`config.mk`:
```
export PLATFORM = sky130hd
export DESIGN_NAME = ipl_ctrl
export DESIGN_NICKNAME = d
export VERILOG_FILES = /design/src/rtl/ipl_pkg.sv /design/src/rtl/ipl_sw_pending.sv /design/src/rtl/ipl_arbiter.sv /design/src/rtl/ipl_stack.sv /design/src/rtl/ipl_ctrl.sv
export SDC_FILE = /design/constraint.sdc
export NUM_CORES = 1
export LEC_CHECK = 0
export CORE_MARGIN = 5
export CORE_UTILIZATION = 50
export DETAILED_ROUTE_END_ITERATION = 10
export GPL_ROUTABILITY_DRIVEN = 0
export GPL_TIMING_DRIVEN = 0
export PLACE_DENSITY_LB_ADDON = 0.08
export SLEW_MARGIN = 20
export SYNTH_ARGS = -nofsm -noshare
export SYNTH_HDL_FRONTEND = slang
export SYNTH_HIERARCHICAL = 1
export SYNTH_SLANG_ARGS = --single-unit
export TNS_END_PERCENT = 20
```
`constraint.sdc`:
```
create_clock -name clk -period 4.5 [get_ports clk]
set_clock_uncertainty 0.05 [all_clocks]
set_input_delay 0.9 -clock clk [delete_from_list [all_inputs] [get_ports clk]]
set_output_delay 0.9 -clock clk [all_outputs]
set_load 0.03 [all_outputs]
```
`src/rtl/ipl_pkg.sv`:
```
package ipl_pkg;
    typedef enum logic [0:0] {
        S_ARB   = 1'b0,
        S_GRANT = 1'b1
    } ipl_state_e;
endpackage

```
`src/rtl/ipl_sw_pending.sv`:
```
module ipl_sw_pending #(
    parameter int LVL_W = 5,
    localparam int HALF = 2 ** (LVL_W - 1)
) (
    input  logic             clk,
    input  logic             rst_n,
    input  logic             set_valid,
    input  logic [LVL_W-1:0] set_level,
    input  logic             clr_valid,
    input  logic [LVL_W-1:0] clr_level,
    output logic [HALF-1:0]  pend
);
    // level 0 is the base level and never pending; upper half is hardware
    logic set_ok;
    assign set_ok  = set_valid && !set_level[LVL_W-1] && (set_level != '0);
    assign pend[0] = 1'b0;

    for (genvar i = 1; i < HALF; i++) begin : g_bit
        logic bit_q;
        always_ff @(posedge clk or negedge rst_n) begin
            if (!rst_n)
                bit_q <= 1'b0;
            else if (set_ok && set_level == LVL_W'(i))
                bit_q <= 1'b1;
            else if (clr_valid && clr_level == LVL_W'(i))
                bit_q <= 1'b0;
        end
        assign pend[i] = bit_q;
    end
endmodule

```
`src/rtl/ipl_arbiter.sv`:
```
module ipl_arbiter #(
    parameter int LVL_W = 5,
    localparam int NUM_LVL = 2 ** LVL_W
) (
    input  logic [NUM_LVL-1:0] req,
    output logic               win_valid,
    output logic [LVL_W-1:0]   win_level
);
    always_comb begin
        win_valid = 1'b0;
        win_level = '0;
        for (int i = 0; i < NUM_LVL; i++) begin
            if (req[i]) begin
                win_valid = 1'b1;
                win_level = LVL_W'(i);
            end
        end
    end
endmodule

```
`src/rtl/ipl_stack.sv`:
```
module ipl_stack #(
    parameter int LVL_W = 5,
    parameter int DEPTH = 8,
    localparam int CW = $clog2(DEPTH + 1),
    localparam int PW = (DEPTH > 1) ? $clog2(DEPTH) : 1
) (
    input  logic             clk,
    input  logic             rst_n,
    input  logic             push,
    input  logic [LVL_W-1:0] din,
    input  logic             pop,
    output logic [LVL_W-1:0] top,
    output logic             empty,
    output logic             full
);
    logic [LVL_W-1:0] mem [DEPTH];
    logic [CW-1:0]    cnt;

    assign empty = (cnt == '0);
    assign full  = (cnt == CW'(DEPTH));
    assign top   = mem[PW'(cnt - 1'b1)];

    always_ff @(posedge clk or negedge rst_n) begin
        if (!rst_n) begin
            cnt <= '0;
        end else if (push && !full) begin
            mem[PW'(cnt)] <= din;
            cnt           <= cnt + 1'b1;
        end else if (pop && !empty) begin
            cnt <= cnt - 1'b1;
        end
    end

    p_count_bound_r9: assert property (@(posedge clk) disable iff (!rst_n)
        cnt <= CW'(DEPTH));
    p_no_push_full_r9: assert property (@(posedge clk) disable iff (!rst_n)
        (push && full) |=> (cnt == CW'(DEPTH)));
endmodule

```
`src/rtl/ipl_ctrl.sv`:
```
module ipl_ctrl
    import ipl_pkg::*;
#(
    parameter int LVL_W       = 5,
    parameter int STACK_DEPTH = 8,
    localparam int NUM_LVL = 2 ** LVL_W,
    localparam int HALF    = NUM_LVL / 2
) (
    input  logic             clk,
    input  logic             rst_n,
    input  logic [HALF-1:0]  hw_req,
    input  logic             sw_set_valid,
    input  logic [LVL_W-1:0] sw_set_level,
    input  logic             irq_ret,
    output logic             take_irq,
    output logic [LVL_W-1:0] take_level,
    output logic [LVL_W-1:0] cur_level,
    output logic             stack_ovf
);
    ipl_state_e       state_q, state_d;
    logic [LVL_W-1:0] cur_q;
    logic             ovf_q;
    logic [HALF-1:0]  sw_pend;
    logic             win_valid;
    logic [LVL_W-1:0] win_level;
    logic [LVL_W-1:0] stk_top;
    logic             stk_empty, stk_full;
    logic             do_ret, do_take;

    ipl_sw_pending #(.LVL_W(LVL_W)) u_swp (
        .clk       (clk),
        .rst_n     (rst_n),
        .set_valid (sw_set_valid),
        .set_level (sw_set_level),
        .clr_valid (do_take && !win_level[LVL_W-1]),
        .clr_level (win_level),
        .pend      (sw_pend)
    );

    ipl_arbiter #(.LVL_W(LVL_W)) u_arb (
        .req       ({hw_req, sw_pend}),
        .win_valid (win_valid),
        .win_level (win_level)
    );

    ipl_stack #(.LVL_W(LVL_W), .DEPTH(STACK_DEPTH)) u_stk (
        .clk   (clk),
        .rst_n (rst_n),
        .push  (do_take && !stk_full),
        .din   (cur_q),
        .pop   (do_ret),
        .top   (stk_top),
        .empty (stk_empty),
        .full  (stk_full)
    );

    // return beats a take in the same arbitration cycle
    assign do_ret  = (state_q == S_ARB) && irq_ret;
    assign do_take = (state_q == S_ARB) && !irq_ret && win_valid && (win_level > cur_q);

    always_comb begin
        state_d = state_q;
        unique case (state_q)
            S_ARB:   if (do_take) state_d = S_GRANT;
            S_GRANT: state_d = S_ARB;
            default: state_d = S_ARB;
        endcase
    end

    always_ff @(posedge clk or negedge rst_n) begin
        if (!rst_n) begin
            state_q <= S_ARB;
            cur_q   <= '0;
            ovf_q   <= 1'b0;
        end else begin
            state_q <= state_d;
            if (do_take)
                cur_q <= win_level;
            else if (do_ret && !stk_empty)
                cur_q <= stk_top;
            if (do_take && stk_full)
                ovf_q <= 1'b1;
        end
    end

    always_comb begin
        take_irq   = (state_q == S_GRANT);
        take_level = cur_q;
        cur_level  = cur_q;
        stack_ovf  = ovf_q;
    end

    p_take_raises_r3: assert property (@(posedge clk) disable iff (!rst_n)
        do_take |=> (take_irq && cur_level == $past(win_level)));
    p_grant_single_r3: assert property (@(posedge clk) disable iff (!rst_n)
        take_irq |=> !take_irq);
    p_strictly_above_r4: assert property (@(posedge clk) disable iff (!rst_n)
        take_irq |-> (take_level > $past(cur_level)));
    p_empty_ret_hold_r6: assert property (@(posedge clk) disable iff (!rst_n)
        (do_ret && stk_empty) |=> $stable(cur_level));
    p_sw_cleared_r8: assert property (@(posedge clk) disable iff (!rst_n)
        (take_irq && !take_level[LVL_W-1] &&
         !$past(sw_set_valid && sw_set_level == take_level))
        |-> !sw_pend[take_level[LVL_W-2:0]]);
    p_ovf_sticky_r9: assert property (@(posedge clk) disable iff (!rst_n)
        stack_ovf |=> stack_ovf);
endmodule

```
== After elaboration in Yosys (flattened, before gate mapping) ==
Memory sizes are Yosys's and may differ from the RTL's.
Index checks and enable logic that the tools add are counted.

* Add/subtract/negate cells: 2
* $lt $le $gt $ge: 1
* Equality and inequality tests: 31
* Multiplexer cells: 100
* Bitwise gates (word level): 1
* Reduce and logical (&&, ||, !) cells: 66

{| class="wikitable"
|+ Operators by type and width
! kind !! count
|-
| 5-bit two-way mux || 18
|-
| 5-bit by 4-bit == test with 1-bit output (second input constant) || 16
|-
| 1-bit two-way mux || 65
|-
| 1-bit logical AND || 42
|-
| 5-bit by 3-bit == test with 1-bit output (second input constant) || 8
|-
| 4-bit two-way mux || 10
|-
| 2-bit nonzero test || 17
|-
| 5-bit by 2-bit == test with 1-bit output (second input constant) || 4
|-
| 3-bit two-way mux || 4
|-
| 5-bit by 1-bit == test with 1-bit output (second input constant) || 2
|-
| 5-bit > comparator || 1
|-
| 1-bit zero test || 5
|-
| 5-bit nonzero test || 1
|-
| 4-bit by 1-bit adder with 4-bit output (second input constant) || 1
|-
| 4-bit == test (second input constant) || 1
|-
| 4-bit zero test || 1
|-
| 2-bit two-way mux || 2
|-
| 4-bit by 1-bit subtractor with 4-bit output (second input constant) || 1
|-
| 1-bit one-hot mux with 2 select lines || 1
|-
| 1-bit NOT || 1
|}

* Register bits: 26
* RAM bits: 40
* Input port bits: 25
* Output and inout port bits: 12
* Logic and storage cells: 221
* Memories: 1

{| class="wikitable"
|+ Memory list
! memory !! words !! width !! rd ports !! clocked after memory_dff !! write ports !! RTL line !! source
|-
| u_stk.mem || 8 || 5 || 1 || 0 || 1 || ipl_stack.sv:16 || <nowiki>logic [LVL_W-1:0] mem [DEPTH];</nowiki>
|}

== Longest topological paths before layout ==
* Word-level depth: 38
* Gate-level depth with buffers: 17
* Depth with buffers taken out: 15

== Modules after synthesis ==
The synthesis kept the hierarchy.

{| class="wikitable"
|+ By module, submodules not included
! module !! instances !! cells each !! area each (µm²) !! seq. area each (µm²)
|-
| ipl_stack || 1 || 114 || 1,911.8 || 1,301.2
|-
| ipl_sw_pending || 1 || 80 || 783.3 || 375.4
|-
| ipl_ctrl || 1 || 48 || 551.8 || 175.2
|-
| ipl_arbiter || 1 || 62 || 357.8 || 0.0
|}

== Worst setup path after synthesis ==
OpenSTA, ideal clock, no wires.

* Path type: input-to-reg
* Start: input port hw_req[0]
* End: memory u_stk.mem[1][0] (enable)
* Library setup time: 0.374 ns
* Arrival time: 3.667 ns
* Data required time: 4.076 ns
* Path slack: 0.409 ns
* Stages: 14
* Buffers on the path: 1
* Cells stage by stage: or3_1 a221o_1 a21oi_1 o221ai_1 a21oi_1 inv_1 ha_1 inv_1 o211a_1 nand2_2 nor2_1 clkbuf_1 nand4_1 nor3_1

* Cells in the longest elaborated chain, start to end: 23
* Elaborated cells on any way between the ends: 40
* Those cells by class: 1 x order compare; 34 x mux; 5 x reduce/logical

{| class="wikitable"
|+ RTL lines
! what !! RTL line !! source
|-
| from (decl) || ipl_ctrl.sv:11 || <nowiki>input logic [HALF-1:0] hw_req,</nowiki>
|-
| 5-bit two-way mux (16 in series) || ipl_arbiter.sv:13 || <nowiki>if (req[i]) begin</nowiki>
|-
| net win_level[0] || ipl_ctrl.sv:25 || <nowiki>logic [LVL_W-1:0] win_level;</nowiki>
|-
| 5-bit > comparator || ipl_ctrl.sv:59 || <nowiki>assign do_take = (state_q == S_ARB) && !irq_ret && win_valid && (win_level > cur_q);</nowiki>
|-
| 1-bit logical AND || ipl_ctrl.sv:59 ||
|-
| 1-bit logical AND || ipl_ctrl.sv:49 || <nowiki>.push (do_take && !stk_full),</nowiki>
|-
| 1-bit logical AND || ipl_stack.sv:26 || <nowiki>end else if (push && !full) begin</nowiki>
|-
| 1-bit two-way mux || ipl_stack.sv:26 ||
|-
| 1-bit logical AND (implied by the code) || ipl_stack.sv:27 || <nowiki>mem[PW'(cnt)] <= din;</nowiki>
|-
| 1-bit two-way mux (implied by the code) || ipl_stack.sv:27 ||
|-
| to (decl) || ipl_stack.sv:16 ||
|}

The timed path passes the listed nets, and every way through them passes these cells.

== Worst setup path in the final report ==
* Start: input port hw_req[0]
* End: memory u_stk.mem[7][1] (enable)

The elaborated chain is that of the path after synthesis.

==> results by stage <==
Synth:
- The cell area that synthesis handed to floorplanning was 3600 µm².
- The predominant post-synthesis flop cell is edfxtp_1.
- The average footprint of a synthesized cell is 11.9 µm².
- The number of enable flip-flop cells after synthesis is 40.
- Sorting the synthesized cells by area gives the leading types as edfxtp_1 33%, dfrtp_1 18%, mux4_2 5.0%.
- The cell count after synthesis came out at 304.
- The net count of the mapped netlist is 336.
- edfxtp_1 takes more of the synthesized area than any other cell.
- The share of the Yosys chip area taken by registers is 51.4%.
- The number of warnings printed during yosys synthesis is 6.
- Counting flops with an async set or reset pin after synthesis yields a share of 39.4%.
- After synthesis, the largest area contributor takes up 33.3% of total cell area.
- Synthesis instantiated 54 different standard cells from the library.
- The number of synthesized register bits is 66.

STA:
- The final hold violation count is 0.
- The max-slew violation count is 0.
- The final period demand of the worst path is 4280 ps.
- In this run the tightest slew margin relative to its limit is 57.0%.
- For the final routed database, the setup TNS stands at 0 ps.
- The share of the clock period used by the worst path after layout is 95.1%.
- Setup violations remaining at the end of the flow were counted as 0.
- The top achievable clock speed is 0.234 GHz.
- The actual slew at the worst max-slew pin is 645 ps.

Pwr:
- The power density over the cells is 597 nW/µm².
- The internal power component is 1.68 mW.
- The part of the power in combinational logic is 46.9%.
- The analysis attributes to cell leakage a power of 1.64 nW.
- The total power is 2.62 mW.
- In this run switching power makes up 36.0% of total power.
- The power dissipated by switching net loads is 943 µW.
- The proportion of power drawn by the clock network is 18.3%.
- The share of total power dissipated in sequential elements is 34.8%.
- Across the VDD grid, the largest voltage drop is 0.303 mV.

Clocking:
- Counting along the longest clock path gives a buffer depth of 2.
- The clock transition time at the flip-flop clock pins of the worst setup and hold paths is 70 ps.
- Counting every sink on the clock net gives 66.
- The number of buffers created by CTS is 9.
- Hold repair after CTS inserted 0 buffers.
- The tree is rooted in a clkbuf_8.
- The TritonCTS clock tree is done.
- The number of H-tree levels is 3.
- At the later pin of the worst-skew pair, clock insertion delay measures 340 ps.

Floorplanning:
- Pin placement for this block handled 37 I/O pins.
- For this configuration, the core starts out at a cell density of 50.5%.
- The die is 94.9 µm tall.
- The total area inside the core boundary comes to 7140 µm².
- The chip width is 94.9 µm.
- The die covers 9010 µm².
- The row count is 31.

Drt:
- In this run, the number of DRC markers left after iteration 0 of detailed routing was 144.
- The total iterations of the first detailed-routing run is 4.
- Once detail routing completed, the nets flagged for antenna violations numbered 0.
- The total number of vias is 2,505.
- The DRC violation count after routing is 0.
- The average routed wire per standard cell is 16.0 µm.
- The total routed wirelength is 7360 µm.
- After detailed routing, the number of vias per cell comes to 5.45.

Finish:
- The filler cells instantiated in the layout total 599.
- Leaving out fill and tap cells, the most frequent cell in the layout is edfxtp_1.
- The final standard cell utilization of the core is 61.6%.
- The number of nets at the end of the flow is 388.
- The fraction of final layout cells sized beyond drive strength 1 is 24.1%.
- Compared with the post-synthesis result, the final layout area differs by 21.9%.
- The number of antenna diodes in the final layout is 0.
- In the layout the commonest cells are 40 x edfxtp_1, 35 x clkdlybuf4s50_1, 26 x buf_4, 26 x dfrtp_1, 24 x o21ai_0.

Global routing:
- Entering global routing, the biggest net connects 29 pins.
- The first global-routing pass estimated 12,300 µm of wire.
- Global routing finished with a remaining overflow of 0.
- The initial antenna violation count is 0.
- The overall fraction of global-route tracks in use is 18.1%.
- The via count of the first global-routing pass came to 2,527.

Job:
- The number of maximum-capacitance constraint violations is 0.

Setup path:
- Along the worst path, the maximum fanout reaches 10.
- The arrival time of data at the critical path endpoint is 4270 ps.
- The kind of critical path is in -> reg.
- The launching element type of the critical path is an input pin.
- For the worst setup path, the data required time is 4490 ps.
- The worst setup path is captured at a flip-flop.

Place:
- Buffers placed on the I/O ports in this run total 36.
- The half-perimeter wire length after detailed placement is 5440 µm.

Min path:
- In this run the worst hold path is classified as reg -> reg.

Status:
- The flow ran to the end, and the final reports show no timing, DRC or antenna violations.
power by group through the flow:
stage	sequential (mW)	clock (mW)	combinational, mW
after floorplan	0.938	0	0.844
after global placement	0.920	0	1.17
after detailed placement	0.923	0	1.18
after CTS	0.914	0.493	1.22
after global routing	0.933	0.525	1.34
final	0.912	0.481	1.23
flip-flops by register name, indices dropped and copies added (netlist names):
signal / flops
u_stk/mem: 40
u_swp/g_bit.bit_q: 15
cur_level: 5
u_stk/cnt: 4
stack_ovf: 1
take_irq: 1
synth_stat cells (2+ instances only):
cell        n
nand4_1     3
a221o_1     2
a21oi_1    12
o21ai_0    24
ha_1        7
mux2_4      8
nor2_1     25
inv_1      17
mux2_2      6
dfrtp_1    26
nand3_1     2
mux4_2      8
nand2_1    11
nor2b_4     2
o211ai_1    2
nor3b_1     2
nor2b_1     5
nor4_2      3
nand4b_1    2
o221ai_1    2
buf_6       2
nor4_1      3
buf_4      21
o21ai_1    14
edfxtp_1   40
or4_1       5
mux4_1      2
nand2b_1    7
nor3_1      7
mux2i_1     3
or2_1       3
nand4bb_1   3
clkbuf_1    4
final cells by class:
class,instances,area (µm²),share of cell area [%]
Buffer,28,204,4.64
Clock buffer,12,135,3.08
Clock inverter,4,55.1,1.25
Inverter,17,63.8,1.45
Multi-Input combinational cell,193,1570,35.7
Sequential cell,66,1850,42.2
Tap cell,99,124,2.82
Timing Repair Buffer,41,393,8.94
metrics by stage:
step | std cells | instance area, µm² | hold slack (ps) | worst slack [ps]
2_1_floorplan | 304 | 3600 | 414 | 409
3_3_place_gp | 439 | 4090 | 407 | -1040
3_5_place_dp | 439 | 4080 | 412 | -920
4_1_cts | 459 | 4370 | 426 | 58.8
5_1_grt | 460 | 4390 | 465 | -9.72
6_report | 460 | 4390 | 428 | 219
kinds of logic after synthesis:
logic type,after synthesis,synth area share (%)
AND/OR/NAND/NOR,89,14.7
other,1,0.104
buffers and inverters,45,7.32
adder cells (fa/ha/maj),7,2.43
flip-flops,66,51.4
AO/OA/AOI/OAI,67,11.1
multiplexers,27,12.5
XOR/XNOR,2,0.486
per-layer routing:
layer  track usage [%]  vias up  routed length (µm)
li1                  -     1226                   -
met1              26.1     1222                3620
met2              26.7       46                3390
met3              3.43       11                 228
met4              7.69        0                 119
met5                 0        -                   0
critical path, cell delays in order:
cell and delay [ps]:
clkdlybuf4s50_1 480, or3_1 330, a221o_1 260, a21oi_1 130
o221ai_1 170, a21oi_2 200, inv_1 90, ha_1 270
inv_1 50, o211a_1 180, nand2_2 180, nor2_4 150
clkbuf_4 200, nand4_1 220, buf_4 260, nor2_4 200
worst paths after layout:
check / startpoint / end / slack, ps / cells after the start
hold reg to reg: stack_ovf / stack_ovf / 430 / 1
min in group asynchronous: rst_n / u_stk/cnt[0] / 530 / 1
setup / recovery: hw_req[0] / u_stk/mem[7][1] / 220 / 16
setup reg to reg: u_swp/g_bit[12].bit_q / u_stk/mem[7][1] / 550 / 14
max in group asynchronous: rst_n / cur_level[1] / 3440 / 1
hold / removal: stack_ovf / stack_ovf / 430 / 1
repair_timing:
action | in CTS | in global routing
buffers inserted | 4 | 1
setup endpoints to repair | 41 | 41
pin swaps | 3 | 1
resized for setup | 17 | 5
Note: power is estimated with default switching activity, not from simulation.
